==> src/rtl/tws_pkg.sv <==
package tws_pkg;

    typedef enum logic [2:0] {
        PH_IDLE  = 3'd0,
        PH_RSTA  = 3'd1,
        PH_CLEAR = 3'd2,
        PH_DONE  = 3'd3,
        PH_DEAD  = 3'd4
    } phase_e;

    typedef struct packed {
        phase_e ph;
        logic   tmp;    // current run is a tamper response
    } fsm_t;

endpackage

==> src/rtl/tws_sync.sv <==
module tws_sync #(
    parameter int   STAGES  = 2,
    parameter logic RST_VAL = 1'b1
) (
    input  logic clk,
    input  logic rst_n,
    input  logic d,
    output logic q
);
    logic [STAGES-1:0] sh_d, sh_q;

    always_comb begin
        sh_d = {sh_q[STAGES-2:0], d};
    end

    always_ff @(posedge clk or negedge rst_n) begin
        if (!rst_n) sh_q <= {STAGES{RST_VAL}};
        else        sh_q <= sh_d;
    end

    assign q = sh_q[STAGES-1];
endmodule

==> src/rtl/tws_clear_engine.sv <==
module tws_clear_engine #(
    parameter int N = 11
) (
    input  logic         clk,
    input  logic         rst_n,
    input  logic         load,
    input  logic         abort,
    input  logic         serial,
    input  logic [N-1:0] ack,
    output logic [N-1:0] req,
    output logic         all_done
);
    localparam logic [N-1:0] ALL_ONES = {N{1'b1}};
    localparam logic [N-1:0] ONE      = {{(N-1){1'b0}}, 1'b1};

    logic [N-1:0] pend_d, pend_q;
    logic [N-1:0] lowest;

    always_comb begin
        pend_d = pend_q;
        if (abort)     pend_d = '0;
        else if (load) pend_d = ALL_ONES;
        else           pend_d = pend_q & ~(ack & req);
    end

    always_ff @(posedge clk or negedge rst_n) begin
        if (!rst_n) pend_q <= '0;
        else        pend_q <= pend_d;
    end

    // isolate lowest pending memory for series mode
    assign lowest = pend_q & (~pend_q + ONE);

    for (genvar i = 0; i < N; i++) begin : g_req
        assign req[i] = serial ? lowest[i] : pend_q[i];
    end

    assign all_done = ~|pend_q;
endmodule

==> src/rtl/tamper_wipe_seq.sv <==
module tamper_wipe_seq
    import tws_pkg::*;
#(
    parameter int N           = 11,
    parameter int SYNC_STAGES = 2
) (
    input  logic         clk,
    input  logic         por_n,
    input  logic         cold_rst_req,
    input  logic         warm_rst_req,
    input  logic         tamper_n,
    input  logic         cfg_done,
    input  logic         pol_serial,
    input  logic         pol_clr_cold,
    input  logic         pol_clr_warm,
    input  logic [N-1:0] clr_ack,
    output logic         dom_rst,
    output logic [N-1:0] clr_req,
    output logic         tamper_handled,
    output logic [2:0]   phase
);
    fsm_t st_d, st_q;
    logic tamper_sync;
    logic tamper_evt;
    logic ordinary_evt;
    logic load, abort, all_done;

    tws_sync #(.STAGES(SYNC_STAGES), .RST_VAL(1'b1)) u_sync (
        .clk   (clk),
        .rst_n (por_n),
        .d     (tamper_n),
        .q     (tamper_sync)
    );

    tws_clear_engine #(.N(N)) u_engine (
        .clk      (clk),
        .rst_n    (por_n),
        .load     (load),
        .abort    (abort),
        .serial   (pol_serial),
        .ack      (clr_ack),
        .req      (clr_req),
        .all_done (all_done)
    );

    assign tamper_evt   = cfg_done & ~tamper_sync;
    assign ordinary_evt = (cold_rst_req & pol_clr_cold) | (warm_rst_req & pol_clr_warm);

    always_comb begin
        st_d  = st_q;
        load  = 1'b0;
        abort = 1'b0;
        unique case (st_q.ph)
            PH_IDLE: begin
                if (tamper_evt) begin
                    st_d.ph  = PH_RSTA;
                    st_d.tmp = 1'b1;
                end else if (ordinary_evt) begin
                    st_d.ph  = PH_RSTA;
                    st_d.tmp = 1'b0;
                end
            end
            PH_RSTA: begin
                if (!st_q.tmp && tamper_evt) begin
                    st_d.tmp = 1'b1;
                end else begin
                    st_d.ph = PH_CLEAR;
                    load    = 1'b1;
                end
            end
            PH_CLEAR: begin
                if (!st_q.tmp && tamper_evt) begin
                    st_d.ph  = PH_RSTA;
                    st_d.tmp = 1'b1;
                    abort    = 1'b1;
                end else if (all_done) begin
                    st_d.ph = PH_DONE;
                end
            end
            PH_DONE: begin
                if (st_q.tmp) begin
                    st_d.ph = PH_DEAD;
                end else begin
                    st_d.ph  = PH_IDLE;
                    st_d.tmp = 1'b0;
                end
            end
            PH_DEAD: begin
                st_d = st_q;
            end
            default: begin
                st_d.ph  = PH_IDLE;
                st_d.tmp = 1'b0;
            end
        endcase
    end

    always_ff @(posedge clk or negedge por_n) begin
        if (!por_n) st_q <= '{ph: PH_IDLE, tmp: 1'b0};
        else        st_q <= st_d;
    end

    assign phase          = st_q.ph;
    assign dom_rst        = (st_q.ph != PH_IDLE);
    assign tamper_handled = st_q.tmp & ((st_q.ph == PH_DONE) | (st_q.ph == PH_DEAD));
endmodule

==> config.mk <==
export PLATFORM = sky130hd
export DESIGN_NAME = tamper_wipe_seq
export DESIGN_NICKNAME = d
export VERILOG_FILES = /design/src/rtl/tws_pkg.sv /design/src/rtl/tws_sync.sv /design/src/rtl/tws_clear_engine.sv /design/src/rtl/tamper_wipe_seq.sv
export SDC_FILE = /design/constraint.sdc
export NUM_CORES = 1
export LEC_CHECK = 0
export ABC_CLOCK_PERIOD_IN_PS = 3800
export CAP_MARGIN = 20
export CORE_UTILIZATION = 40
export DETAILED_ROUTE_END_ITERATION = 10
export PLACE_DENSITY = 0.71
export SYNTH_ARGS = -nofsm -noshare
export SYNTH_HDL_FRONTEND = slang
export SYNTH_SLANG_ARGS = --single-unit
==> constraint.sdc <==
create_clock -name clk -period 3.8 [get_ports clk]
set_input_delay 0.57 -clock clk [delete_from_list [all_inputs] [get_ports clk]]
set_output_delay 0.57 -clock clk [all_outputs]
set_load 0.005 [all_outputs]
=== Word level (Yosys, flattened, before mapping) ===
Index checks and enable logic that the tools add are counted.

* Equal/unequal tests: 7
* Mux-type cells: 26
* Reductions and logical operators: 7
* Add/subtract/negate cells: 1
* Bitwise gates (word level): 13

{| class="wikitable"
|+ Operators with widths
! operator !! count
|-
| $and A11 B11 Y11 || 3
|-
| $mux W11 || 2
|-
| $not A11 Y11 || 2
|-
| $pmux W4 S5 || 1
|-
| $mux W1 || 17
|-
| $mux W3 || 4
|-
| $add A11 B1 Y11 const B || 1
|-
| $reduce_or A11 Y1 || 1
|-
| $mux W4 || 2
|-
| $eq A3 B2 Y1 const B || 2
|-
| $ne A3 B3 Y1 const B || 2
|-
| $and A1 B1 Y1 || 4
|-
| $reduce_and A4 Y1 || 1
|-
| $eq A3 B1 Y1 const B || 1
|-
| $eq A3 B3 Y1 const B || 1
|-
| $logic_not A3 Y1 || 1
|-
| $reduce_bool A3 Y1 || 1
|-
| $ne A2 B2 Y1 const B || 1
|-
| $not A1 Y1 || 2
|-
| $or A1 B1 Y1 || 2
|-
| $reduce_and A2 Y1 || 1
|-
| $logic_and A1 B1 Y1 || 1
|-
| $logic_not A1 Y1 || 1
|}

* Bits of input ports: 20
* Logic and storage cells: 58
* Output and inout bits: 16
* Flip-flop bits (word level): 17

=== Longest topological paths before layout ===
* Word-level depth: 9
* Depth in mapped cells: 5
* Mapped depth without buffers: 4

=== By module ===
From an unflattened synthesis, not the netlist that was laid out.

* Cell total of the unflattened synthesis: 113
* Area, all modules: 1093.5 um^2

{| class="wikitable"
|+ By module, submodules not included
! module !! cells an instance !! area an instance (um^2) !! times used !! sequential area each (um^2)
|-
| tws_clear_engine || 76 || 728.2 || 1 || 275.3
|-
| tamper_wipe_seq || 35 || 312.8 || 1 || 100.1
|-
| tws_sync || 2 || 52.6 || 1 || 52.6
|}

=== Least setup slack after synthesis ===
No wires, ideal clock.

* Path type: register -> output
* From: register u_engine.pend_q[1]
* To: output clr_req[7]
* Cell stages (with the launch flop): 6
* Setup slack: 1.601 ns
* Data arrival time: 1.629 ns
* Path buffers: 1
* Required time: 3.230 ns
* Cell sequence: dfrtp_1 > or4_1 > buf_2 > or3_4 > o21ai_1 > and2_1

* Longest elaborated chain between the ends: 4

{| class="wikitable"
|+ Ends and longest elaborated chain
! element !! RTL line !! text
|-
| start, declared || tws_clear_engine.sv:16 || <nowiki>logic [N-1:0] pend_d, pend_q;</nowiki>
|-
| start signal, assigned || tws_clear_engine.sv:28 || <nowiki>else pend_q <= pend_d;</nowiki>
|-
| $not A11 Y11 || tws_clear_engine.sv:32 || <nowiki>assign lowest = pend_q & (~pend_q + ONE);</nowiki>
|-
| $add A11 B1 Y11 || tws_clear_engine.sv:32 ||
|-
| $and A11 B11 Y11 || tws_clear_engine.sv:32 ||
|-
| $mux W1 || tws_clear_engine.sv:35 || <nowiki>assign req[i] = serial ? lowest[i] : pend_q[i];</nowiki>
|-
| end, declared || tamper_wipe_seq.sv:18 || <nowiki>output logic [N-1:0] clr_req,</nowiki>
|}

Every way passes these cells.

=== Final worst setup path ===
Same ends and word-level chain as after synthesis.

==> summary.txt <==
Timing
  – Tmin final: 3.09 ns
  – Slew HR: 0.494
  – Final Setup Violations: 0
  – Worst slew pin tran: 0.757 ns
  – Post-route clock period utilization: 0.814
  – Final worst slack: 0.707 ns
  – Post-Route Setup TNS: 0 ns
  – Worst Hold Margin: 0.359 ns
  – Worst Clk Skew: 0.0107 ns
  – FMAX: 0.323 GHz
  – RSZ-0062 raised after global routing: no
  – Final Hold Fails: 0
  – Slew Viols, Final: 0

Setup path
  – CP Launch Type: flop
  – Worst setup startpoint: u_engine.pend_q[1]
  – Crit path cell chain: or4_1 > or3_4 > o21ai_1 > and2_1 > clkdlybuf4s50_1
  – Setup crit end kind: output port
  – Data arrival, critical path: 2.52 ns
  – Reg-to-reg slack, setup: 1.94 ns
  – CP max FO: 7
  – WS Path Type: flop to output port
  – Critical path's slowest cell: or4_1
  – Reg2reg start: u_engine.pend_q[1]
  – Worst path max stage delay: 0.65 ns
  – Req. time, crit path: 3.23 ns

Place
  – PortBufs: 35
  – Pre-CTS setup slack: 1.05 ns
  – Post-DP HPWL: 1580 µm
  – Routability congestion estimate from global placement: 0.807

Clock network
  – TritonCTS Buffers: 3
  – Clock transition at the registers of the reported paths: 0.10 ns
  – Cts hold-fix bufs: 0
  – Clk Tree Root Cell: clkbuf_4
  – TritonCTS clock tree: done
  – Clock sinks: 17
  – Setup Fix Bufs, Post-CTS: 0
  – CTS resizes: 0
  – Latest clock arrival within the worst-skew pair: 0.30 ns
  – Htree depth: 1
  – Worst-case clock buffer depth: 2

Power
  – Leak: 0.000523 µW
  – Worst VDD drop: 0.369 mV
  – PwrDens: 686 nW/µm²

Routing
  – Drt pass-1 iters: 4
  – Routed via count: 887
  – Average vias per placed instance: 5.44
  – Wire per inst: 12.8 µm
  – Final ANT Viol Nets: 0
  – Drt drc: 0
  – Post-Route WL: 2080 µm
  – Initial DRC count: 15

Yosys
  – Sequential cell area fraction in the yosys report: 0.447
  – Post-synthesis mux area share: 0
  – Synth warn: 0
  – Post-synthesis xor/xnor area fraction: 0.00915
  – Mapped Area: 957 µm²
  – Post-synthesis instance total: 105
  – Synth Area in Adders: 0
  – Largest family of logic cells by synthesized area: simple AND/OR/NAND/NOR gates
  – Syn nets: 125
  – EDFF count, synth: 0
  – Synth area leader: dfrtp_1
  – Top post-synthesis cells by area: dfrtp_1, dfstp_2, a21oi_1, nand2b_1, buf_4
  – Synthesized area per cell: 9.12 µm²
  – Flops & latches, synth: 17
  – Async S/R FF share, synth: 1.00
  – Synth Area in Simple Gates: 0.247
  – Synth Area in Compound Gates: 0.224
  – Netlist cell types: 38
  – Primary FF master, synth: dfrtp_1
  – Share of the synthesized area in the top cell type: 0.392

Worst hold path
  – Worst Hold Launch: u_sync.sh_q[0]
  – Hold Path Class: flop to flop

Finish
  – Sequential cell area: 428 µm²
  – Layout Nets: 156
  – Share of cells above drive strength 1: 0.0963
  – Commonest cells after routing, fill and taps aside: clkdlybuf4s50_1, dfrtp_1, nor2_1
  – Most common cell after layout, fill and taps aside: clkdlybuf4s50_1
  – Multi-input logic area: 459 µm²
  – # fillers: 195
  – Antenna diodes: 0
  – Syn-to-layout area delta: 38.4%

Floorplan
  – Row cnt: 17
  – Die Y-Extent: 50.9 µm
  – CORE AREA: 2230 µm²
  – Top Ports: 36
  – Die W: 50.9 µm
  – Die ar.: 2590 µm²
  – Initial core utilization: 0.429

Run status
  – Outcome: finished, final reports clean

Global route
  – Largest net degree at the start of global routing: 18
  – Vias in the first global route: 867
  – Initial antenna violation count: 0
  – Total GRT Usage: 0.192
  – First-pass GRT wire length: 3710 µm
  – Remaining Overflow, GRT: 0

Run
  – Maxcap violations: 0
[cells by family after synthesis]
family,count (synthesis)
and+or+nand+nor,42
AOI/OAI and AO/OA,31
DFF,17
buffers and inverters,14
xor gates and xnor gates,1
[registers in the layout, summed over array words and instances, names as in the netlist]
name	flops
phase	3
st_q	1
u_engine.pend_q	11
u_sync.sh_q	2
[critical path: cells and delay by family, from the launching register on]
| family | cells | cell delay [ns] |
|---|---|---|
| AO/OA/AOI/OAI | 1 | 0.15 |
| buffers and inverters | 1 | 0.49 |
| flip-flops | 1 | 0.41 |
| AND/OR/NAND/NOR | 3 | 1.18 |
[worst paths after layout]
kind                                      endpoint  cells after the start
min in group asynchronous       u_engine.pend_q[0]                      1
worst max-delay path                    clr_req[7]                      5
max in group asynchronous       u_engine.pend_q[7]                      1
worst min register to register      u_sync.sh_q[1]                      0
worst min-delay path                u_sync.sh_q[1]                      0
worst max register to register  u_engine.pend_q[7]                      4
[area by class of cell]
type	count	share of cell area
multi-input combinational	74	0.347
timing repair buffer	37	0.276
sequential	17	0.323
tap	28	0.0264
inverter	3	0.00850
clock buffer	4	0.0198
[per-stage QoR]
stage                     utilization  power (µW)  std cells  cell area (µm²)
after floorplan                     -         625        105              957
after global routing            0.593         987        163             1330
final                           0.593         909        163             1330
after detailed placement        0.582         815        159             1300
after CTS                       0.593         916        163             1330
after global placement          0.582         805        159             1300
[where the power goes]
group / switching (µW) / internal [µW] / leakage, µW
Combinational: 176 / 272 / 0.000303
Clock: 56.6 / 40.9 / 0.0000150
Sequential: 102 / 261 / 0.000205
[synth_stat cells, drive strengths merged (3+ instances only)]
cell type,number
or4,3
clkbuf,5
nand2b,5
o21ai,7
dfrtp,15
a21boi,3
buf,6
nor2b,4
nor2,8
a21oi,7
a31oi,3
inv,3
nand2,6
or3,3
and2,5
a311oi,3
[routing by layer]
metal,vias to the layer above,share of wire,GRT usage
met2,31,0.49,0.309
li1,434,-,-
met3,4,0.068,0.0685
met1,418,0.43,0.227
met5,-,0,0
met4,0,0.010,0.0833
Note: power is estimated with default switching activity, not from simulation.
